`src/rtl/npc_pkg.sv`:
```
// Package npc_pkg
// Shared types for the next-instruction-address unit.
// Assumes nothing beyond the users importing it.
package npc_pkg;

    // Which source feeds the next program counter.
    typedef enum logic [1:0] {
        SRC_SEQ    = 2'd0,
        SRC_BRANCH = 2'd1,
        SRC_JUMP   = 2'd2,
        SRC_JREG   = 2'd3
    } pc_src_e;

endpackage

```
`src/rtl/npc_targets.sv`:
```
// Module npc_targets
// Forms every candidate address from the current PC and the immediates:
// the sequential address (also the return address), the PC-relative branch
// target and the region-relative direct jump target.
// Assumes XLEN > IMM_W + SHIFT and XLEN > IDX_W + SHIFT.
module npc_targets #(
    parameter int XLEN  = 32,
    parameter int IMM_W = 16,
    parameter int IDX_W = 26,
    parameter int SHIFT = 2
) (
    input  logic [XLEN-1:0]  pc,
    input  logic [IMM_W-1:0] imm,
    input  logic [IDX_W-1:0] idx,
    output logic [XLEN-1:0]  seq_tgt,
    output logic [XLEN-1:0]  br_tgt,
    output logic [XLEN-1:0]  jmp_tgt
);
    localparam int EXT_W = XLEN - IMM_W - SHIFT;
    localparam int REG_W = XLEN - IDX_W - SHIFT;
    localparam logic [XLEN-1:0] STEP = XLEN'(1) << SHIFT;

    logic [XLEN-1:0] byte_off;

    // Sign-extend the word offset and scale it to bytes.
    always_comb begin
        byte_off = {{EXT_W{imm[IMM_W-1]}}, imm, {SHIFT{1'b0}}};
    end

    // Sequential address and branch target built on top of it.
    always_comb begin
        seq_tgt = pc + STEP;
        br_tgt  = seq_tgt + byte_off;
    end

    // Keep the PC region bits and replace the rest with the scaled index.
    always_comb begin
        jmp_tgt = {pc[XLEN-1 -: REG_W], idx, {SHIFT{1'b0}}};
    end

endmodule

```
`src/rtl/npc_branch_cmp.sv`:
```
// Module npc_branch_cmp
// Decides whether a conditional branch is taken: on equal operands when
// ne_mode is low, on differing operands when it is high.
// Assumes the operands are the fully forwarded register values.
module npc_branch_cmp #(
    parameter int XLEN = 32
) (
    input  logic            en,
    input  logic            ne_mode,
    input  logic [XLEN-1:0] op_a,
    input  logic [XLEN-1:0] op_b,
    output logic            taken
);
    logic [XLEN-1:0] diff_bits;
    logic            same;

    // Bitwise difference, then a reduction to a single equality flag.
    always_comb begin
        diff_bits = op_a ^ op_b;
        same      = ~|diff_bits;
    end

    // Taken only when a branch is present and its condition holds.
    always_comb begin
        taken = en & (same ^ ne_mode);
    end

endmodule

```
`src/rtl/npc_priority.sv`:
```
// Module npc_priority
// Fixed-priority choice of the PC source: register jump, then direct jump,
// then a taken branch, otherwise sequential flow.
// Assumes the decoder may raise several requests at once.
module npc_priority
    import npc_pkg::*;
(
    input  logic    jreg_req,
    input  logic    jump_req,
    input  logic    br_taken,
    output pc_src_e src
);
    // Priority chain, highest first.
    always_comb begin
        if (jreg_req)      src = SRC_JREG;
        else if (jump_req) src = SRC_JUMP;
        else if (br_taken) src = SRC_BRANCH;
        else               src = SRC_SEQ;
    end

endmodule

```
`src/rtl/npc_unit.sv`:
```
// Module npc_unit
// Holds the program counter and selects the next instruction address among
// sequential, branch, direct jump and register jump. Also presents the
// return address used by calls.
// Assumes controls are stable before each rising edge; the reset is
// synchronous and active low; RESET_VEC is word aligned.
module npc_unit
    import npc_pkg::*;
#(
    parameter int              XLEN      = 32,
    parameter int              IMM_W     = 16,
    parameter int              IDX_W     = 26,
    parameter int              INSTR_B   = 4,
    parameter logic [XLEN-1:0] RESET_VEC = 32'h0000_0400
) (
    input  logic             clk,
    input  logic             rst_n,
    input  logic [IMM_W-1:0] br_imm,
    input  logic [IDX_W-1:0] jmp_idx,
    input  logic [XLEN-1:0]  reg_tgt,
    input  logic             br_en,
    input  logic             br_ne,
    input  logic [XLEN-1:0]  cmp_a,
    input  logic [XLEN-1:0]  cmp_b,
    input  logic             jmp_en,
    input  logic             jreg_en,
    output logic [XLEN-1:0]  pc_q,
    output logic [XLEN-1:0]  next_pc,
    output logic [XLEN-1:0]  link_addr
);
    localparam int SHIFT = $clog2(INSTR_B);
    localparam int REG_W = XLEN - IDX_W - SHIFT;
    localparam logic [XLEN-1:0] STEP = XLEN'(INSTR_B);

    logic [XLEN-1:0] seq_tgt;
    logic [XLEN-1:0] br_tgt;
    logic [XLEN-1:0] jmp_tgt;
    logic            br_taken;
    pc_src_e         src;

    npc_targets #(
        .XLEN  (XLEN),
        .IMM_W (IMM_W),
        .IDX_W (IDX_W),
        .SHIFT (SHIFT)
    ) u_targets (
        .pc      (pc_q),
        .imm     (br_imm),
        .idx     (jmp_idx),
        .seq_tgt (seq_tgt),
        .br_tgt  (br_tgt),
        .jmp_tgt (jmp_tgt)
    );

    npc_branch_cmp #(
        .XLEN (XLEN)
    ) u_cmp (
        .en      (br_en),
        .ne_mode (br_ne),
        .op_a    (cmp_a),
        .op_b    (cmp_b),
        .taken   (br_taken)
    );

    npc_priority u_prio (
        .jreg_req (jreg_en),
        .jump_req (jmp_en),
        .br_taken (br_taken),
        .src      (src)
    );

    // Route the chosen candidate to the next-address output.
    always_comb begin
        unique case (src)
            SRC_JREG:   next_pc = reg_tgt;
            SRC_JUMP:   next_pc = jmp_tgt;
            SRC_BRANCH: next_pc = br_tgt;
            default:    next_pc = seq_tgt;
        endcase
    end

    // The return address is the instruction after the current one.
    always_comb begin
        link_addr = seq_tgt;
    end

    // PC register: reset vector on reset, else the selected address.
    always_ff @(posedge clk) begin
        if (!rst_n) pc_q <= RESET_VEC;
        else        pc_q <= next_pc;
    end

    // Properties guarding the selection and the register.
    AST_PC_LOADS_NEXT: assert property (@(posedge clk) disable iff (!rst_n)
        $past(rst_n) |-> pc_q == $past(next_pc));
    AST_IDLE_STEP: assert property (@(posedge clk) disable iff (!rst_n)
        (!br_en && !jmp_en && !jreg_en) |-> next_pc == pc_q + STEP);
    AST_JREG_FIRST: assert property (@(posedge clk) disable iff (!rst_n)
        jreg_en |-> next_pc == reg_tgt);
    AST_JUMP_REGION: assert property (@(posedge clk) disable iff (!rst_n)
        (jmp_en && !jreg_en) |->
            (next_pc[XLEN-1 -: REG_W] == pc_q[XLEN-1 -: REG_W]
             && next_pc[IDX_W+SHIFT-1 -: IDX_W] == jmp_idx));
    AST_FAILED_BRANCH: assert property (@(posedge clk) disable iff (!rst_n)
        (br_en && !jmp_en && !jreg_en && ((cmp_a == cmp_b) == br_ne))
            |-> next_pc == link_addr);

endmodule

```
`config.mk`:
```
export PLATFORM = sky130hd
export DESIGN_NAME = npc_unit
export DESIGN_NICKNAME = d
export VERILOG_FILES = /design/src/rtl/npc_pkg.sv /design/src/rtl/npc_targets.sv /design/src/rtl/npc_branch_cmp.sv /design/src/rtl/npc_priority.sv /design/src/rtl/npc_unit.sv
export SDC_FILE = /design/constraint.sdc
export NUM_CORES = 1
export LEC_CHECK = 0
export BUFFER_PORTS_ARGS = -buffer_cell sky130_fd_sc_hd__buf_2
export CORE_ASPECT_RATIO = 0.6
export CORE_UTILIZATION = 40
export DETAILED_ROUTE_END_ITERATION = 12
export GPL_ROUTABILITY_DRIVEN = 1
export PLACE_DENSITY = 0.73
export RECOVER_POWER = 25
export SLEW_MARGIN = 20
export SYNTH_ARGS = -nofsm -noshare
export SYNTH_HDL_FRONTEND = slang
export SYNTH_SLANG_ARGS = --single-unit
export TNS_END_PERCENT = 20
```
`constraint.sdc`:
```
create_clock -name clk -period 4.86 [get_ports clk]
set_input_delay 0.486 -clock clk [delete_from_list [all_inputs] [get_ports clk]]
set_output_delay 0.486 -clock clk [all_outputs]
set_load 0.005 [all_outputs]
```
==> results.txt <==
The number of max-slew violations in the final report was 0. Power spread over the standard cell area amounts to 218.2 nW/um2. The startpoint identified for the worst register-to-register timing path is pc_q[4].

Clock latency on the worst-skew pair, taken at its later pin, is 0.29 ns. Setup repair after global routing left no endpoint under its margin. Max-cap violations in this run came to 0. The worst setup path is of the flip-flop to output port kind.

In this run the tool buffered the top-level ports with 239 buffer cells. The aggregate routed wire length came out at 18.09 mm. Traced cell by cell, the critical path runs through nand4_1 -> nor3_4 -> nand3_1 -> xnor2_1 -> ha_1 -> a21o_1 -> o21bai_1 -> a221oi_1 -> o211ai_1 -> a41oi_2 -> mux2i_1 -> o211ai_1 -> o21a_1 -> buf_2. The run gives 5877 um2 as the post-route standard cell area excluding fillers. After detailed routing, the average wire length per cell comes to 19.00 um.

In this run the most critical hold path is launched from jmp_idx[9]. The count of cells along the worst hold path was 3. The root buffer cell chosen for the clock tree is clkbuf_16.

Yosys mapped the design onto 66 distinct sky130hd cell types. The total vias in the final route was 5,613. The commonest non-fill, non-tap cell in the layout is buf_2. The sequential element share of the synthesized area is 14.67%. The number of nets at the end of the flow came out at 991. The final critical path takes up 96.27% of the cycle. The filler cells instantiated in the layout total 1,093. On the critical path, the stage with the largest delay is an instance of nor3_4. Setup total negative slack on the finished layout was measured at 0 ns. In this run the critical register-to-register path is captured at pc_q[28].

Most flop-heavy register: pc_q. Global routing consumed, over all layers together, 31.39% of the routing resources. The number of antenna diodes came out at 0. Synthesis warning total: 0. The family of cells with the greatest summed delay on the critical path is compound AO/OA/AOI/OAI gates. In this run the standard cell core region covers 10,600 um2.

The via count of the first global-routing pass is 5,193, and the final hold violation count is 0. Derived from the worst setup path, the maximum achievable clock frequency is 213.7 MHz. The tools report the switching power total as 0.4923 mW. The flip-flop count of the largest register after layout was 32; the number of nets still failing antenna checks after routing was 0. Cells fill 55.47% of the core in the end. The run gives 240 as the number of top-level design ports. The tools report the largest voltage drop on the vdd net as 127.0 uV.

Hold is met by 0.5334 ns. Area of the mapped netlist: 4368 um2. The logs give 1 for the number of antenna violations at the first check in global routing and 5 for the count of TritonRoute iterations in the first routing pass. The register bit count reported by yosys was 32; the CTS clock-pin slew for the worst setup and hold paths was 0.06 ns.

The kind of launch point of the worst setup path is a flip-flop. Across all register-to-register paths, the minimum setup slack is 0.95 ns. The maximum level of the CTS H-tree is 2, and the pin count of the biggest net entering global routing is 35. The path class of the tightest hold or removal check is input pin to flip-flop.

The logs give 0 for the remaining global-route overflow and 14.18 mm for the HPWL after detailed placement. The tools report the pre-CTS worst setup slack as 0.4228 ns. The first global-routing pass estimated 27.46 mm of wire. The share of total power dissipated in combinational logic is 45.9%.

The clock passes through at most 2 buffers. The worst hold path terminates at pc_q[11]. The floorplan die area was 11,360 um2. The internal power of the cells totals 0.7901 mW.

Compared with the post-synthesis result, the final layout area differs by 34.55%. Along the worst path, the maximum fanout reaches 7. The post-layout instance count excluding filler cells came out at 952. The run finished with clean final reports. The clock network accounts for 29.8% of the total power. The post-route minimum period was 4.679 ns.

Once the floorplan was initialized, standard cells occupied 41.23% of the core. For the placed cell area, the log shows 5677 um2. For this design the static power due to leakage is 2.947 nW. After synthesis, the mean cell area works out to 7.492 um2.

The first routing iteration left 470 violations. From bottom edge to top edge, the die measures 82.95 um. The run gives 24.3% as the sequential share of power. The run gives 583 as the synthesized instance count.

The layout cell share with drive strength beyond 1 came out at 32.10%. The cell that appears most often on the critical path is o211ai_1. The routed via count divided by cell count is 5.896. In the final layout, the registers with the most flip-flops are pc_q x32. The hold-fix buffer count after cts was 0; the net count after synthesis was 762. Worst reg-to-reg path cell count: 13. The post-route worst setup slack is 0.1812 ns, and the number of buffer and inverter stages on the critical path is 1. The required time of the critical path is 4.37 ns. For this run, design rule violations remaining after detail routing come to 0. Share of total power consumed by net switching: 38.39%. Between clock sinks in the finished design, the worst skew comes to 0.009906 ns. Slew at the pin closest to its max-slew limit: 1.067 ns. STA puts the critical path data arrival time at 4.19 ns. The number of buffers created by CTS was 5. Leaving out fill and tap cells, the most frequent cells in the layout are 221 x buf_2, 50 x nand2_1, 50 x xor2_1. The relative slew slack is 28.57%.

In the synthesized netlist the async set-or-reset flop fraction comes to 0%. The chip width came out at 136.9 um. The number of endpoints failing setup at the final stage came out at 0.

The tools report the TritonCTS sink count as 32. Global placement routability congestion: 0.9235. TritonCTS built the clock tree. The cell row count was 29; the delay of the slowest critical-path stage was 0.46 ns. Yosys mapped a number of flops with a built-in enable equal to 0. The critical path endpoint category is an output port. The total instance count after detailed placement came out at 942.

Leading register cell type out of synthesis: dfxtp_1. The design draws 1.282 mW.
[what timing repair did]
item	4_1_cts	5_1_grt
resized for setup	0	9
endpoints found under the setup margin	0	7
buffers inserted	0	2
[worst min-delay path, cell delays in order]
cell	delay [ns]
buf_2	0.08
a222oi_1	0.07
a21oi_1	0.15
[per-layer routing]
layer | global-route usage (%) | part of all wire, % | vias up
met5 | 0 | 0.072 | -
met4 | 8.392 | 1.9 | 2
met3 | 5.983 | 8.7 | 35
met2 | 49.15 | 44 | 321
met1 | 43.63 | 46 | 2619
li1 | - | - | 2636
[power groups by stage]
stage / logic [mW] / registers, mW / clock network (mW)
global route: 0.644 / 0.314 / 0.398
floorplan: 0.345 / 0.311 / 0
detailed placement: 0.572 / 0.315 / 0
global placement: 0.569 / 0.314 / 0
finish: 0.589 / 0.311 / 0.382
CTS: 0.577 / 0.310 / 0.387
[cell families (layout without fill, tap and decap cells)]
family | Yosys count | after routing | synth area share, %
fa+ha+maj | 35 | 35 | 10.20
xor+xnor | 79 | 79 | 15.84
mux | 5 | 5 | 1.174
compound gates | 172 | 172 | 28.19
simple gates | 217 | 217 | 25.61
buf+inv | 43 | 273 | 4.325
flops | 32 | 32 | 14.67
[worst max-delay path by stage]
stage | from | end | slack (ns) | cells past startpoint
final | pc_q[4] | next_pc[28] | 0.18 | 14
after global routing | pc_q[4] | next_pc[31] | 0.0005 | 14
after CTS | pc_q[4] | next_pc[28] | 0.09 | 14
after detailed placement | pc_q[4] | next_pc[28] | 0.42 | 14
after global placement | pc_q[4] | next_pc[28] | 0.52 | 14
after floorplan | pc_q[2] | next_pc[31] | 0.97 | 14
[cells in the mapped netlist (all sizes together), types with 4 or more instances]
library cell | instances | area share [%]
clkbuf | 20 | 1.7
a31oi | 10 | 1.4
buf | 9 | 1.4
nor4 | 9 | 1.3
nand2 | 51 | 4.6
and2 | 27 | 3.9
o21a | 9 | 1.5
nor3 | 13 | 1.6
a211oi | 9 | 1.7
nor2 | 33 | 2.9
a21oi | 40 | 4.6
inv | 14 | 1.2
nand4 | 24 | 3.4
xor2 | 50 | 10
a21o | 20 | 3.4
xnor2 | 29 | 5.8
and3 | 13 | 1.9
nand2b | 5 | 0.72
a2bb2oi | 5 | 1.1
a22o | 5 | 1.0
o211ai | 6 | 1.1
nand3 | 29 | 3.3
mux2i | 4 | 0.92
a221o | 10 | 2.3
o21ai | 20 | 2.3
a22oi | 4 | 0.69
dfxtp | 32 | 15
ha | 34 | 9.7
or3 | 6 | 0.86
[layout make-up]
type / instances / area (um2) / area share [%]
multi-input cells: 508 / 3577 / 60.87
repair buffers: 251 / 1264 / 21.50
flip-flops and latches: 32 / 641.9 / 10.92
well taps: 139 / 173.9 / 2.959
clock buffers: 5 / 125.1 / 2.129
inverters: 14 / 52.55 / 0.8942
clock inverters: 3 / 42.54 / 0.7239
Power figures use the tool's default switching activity.
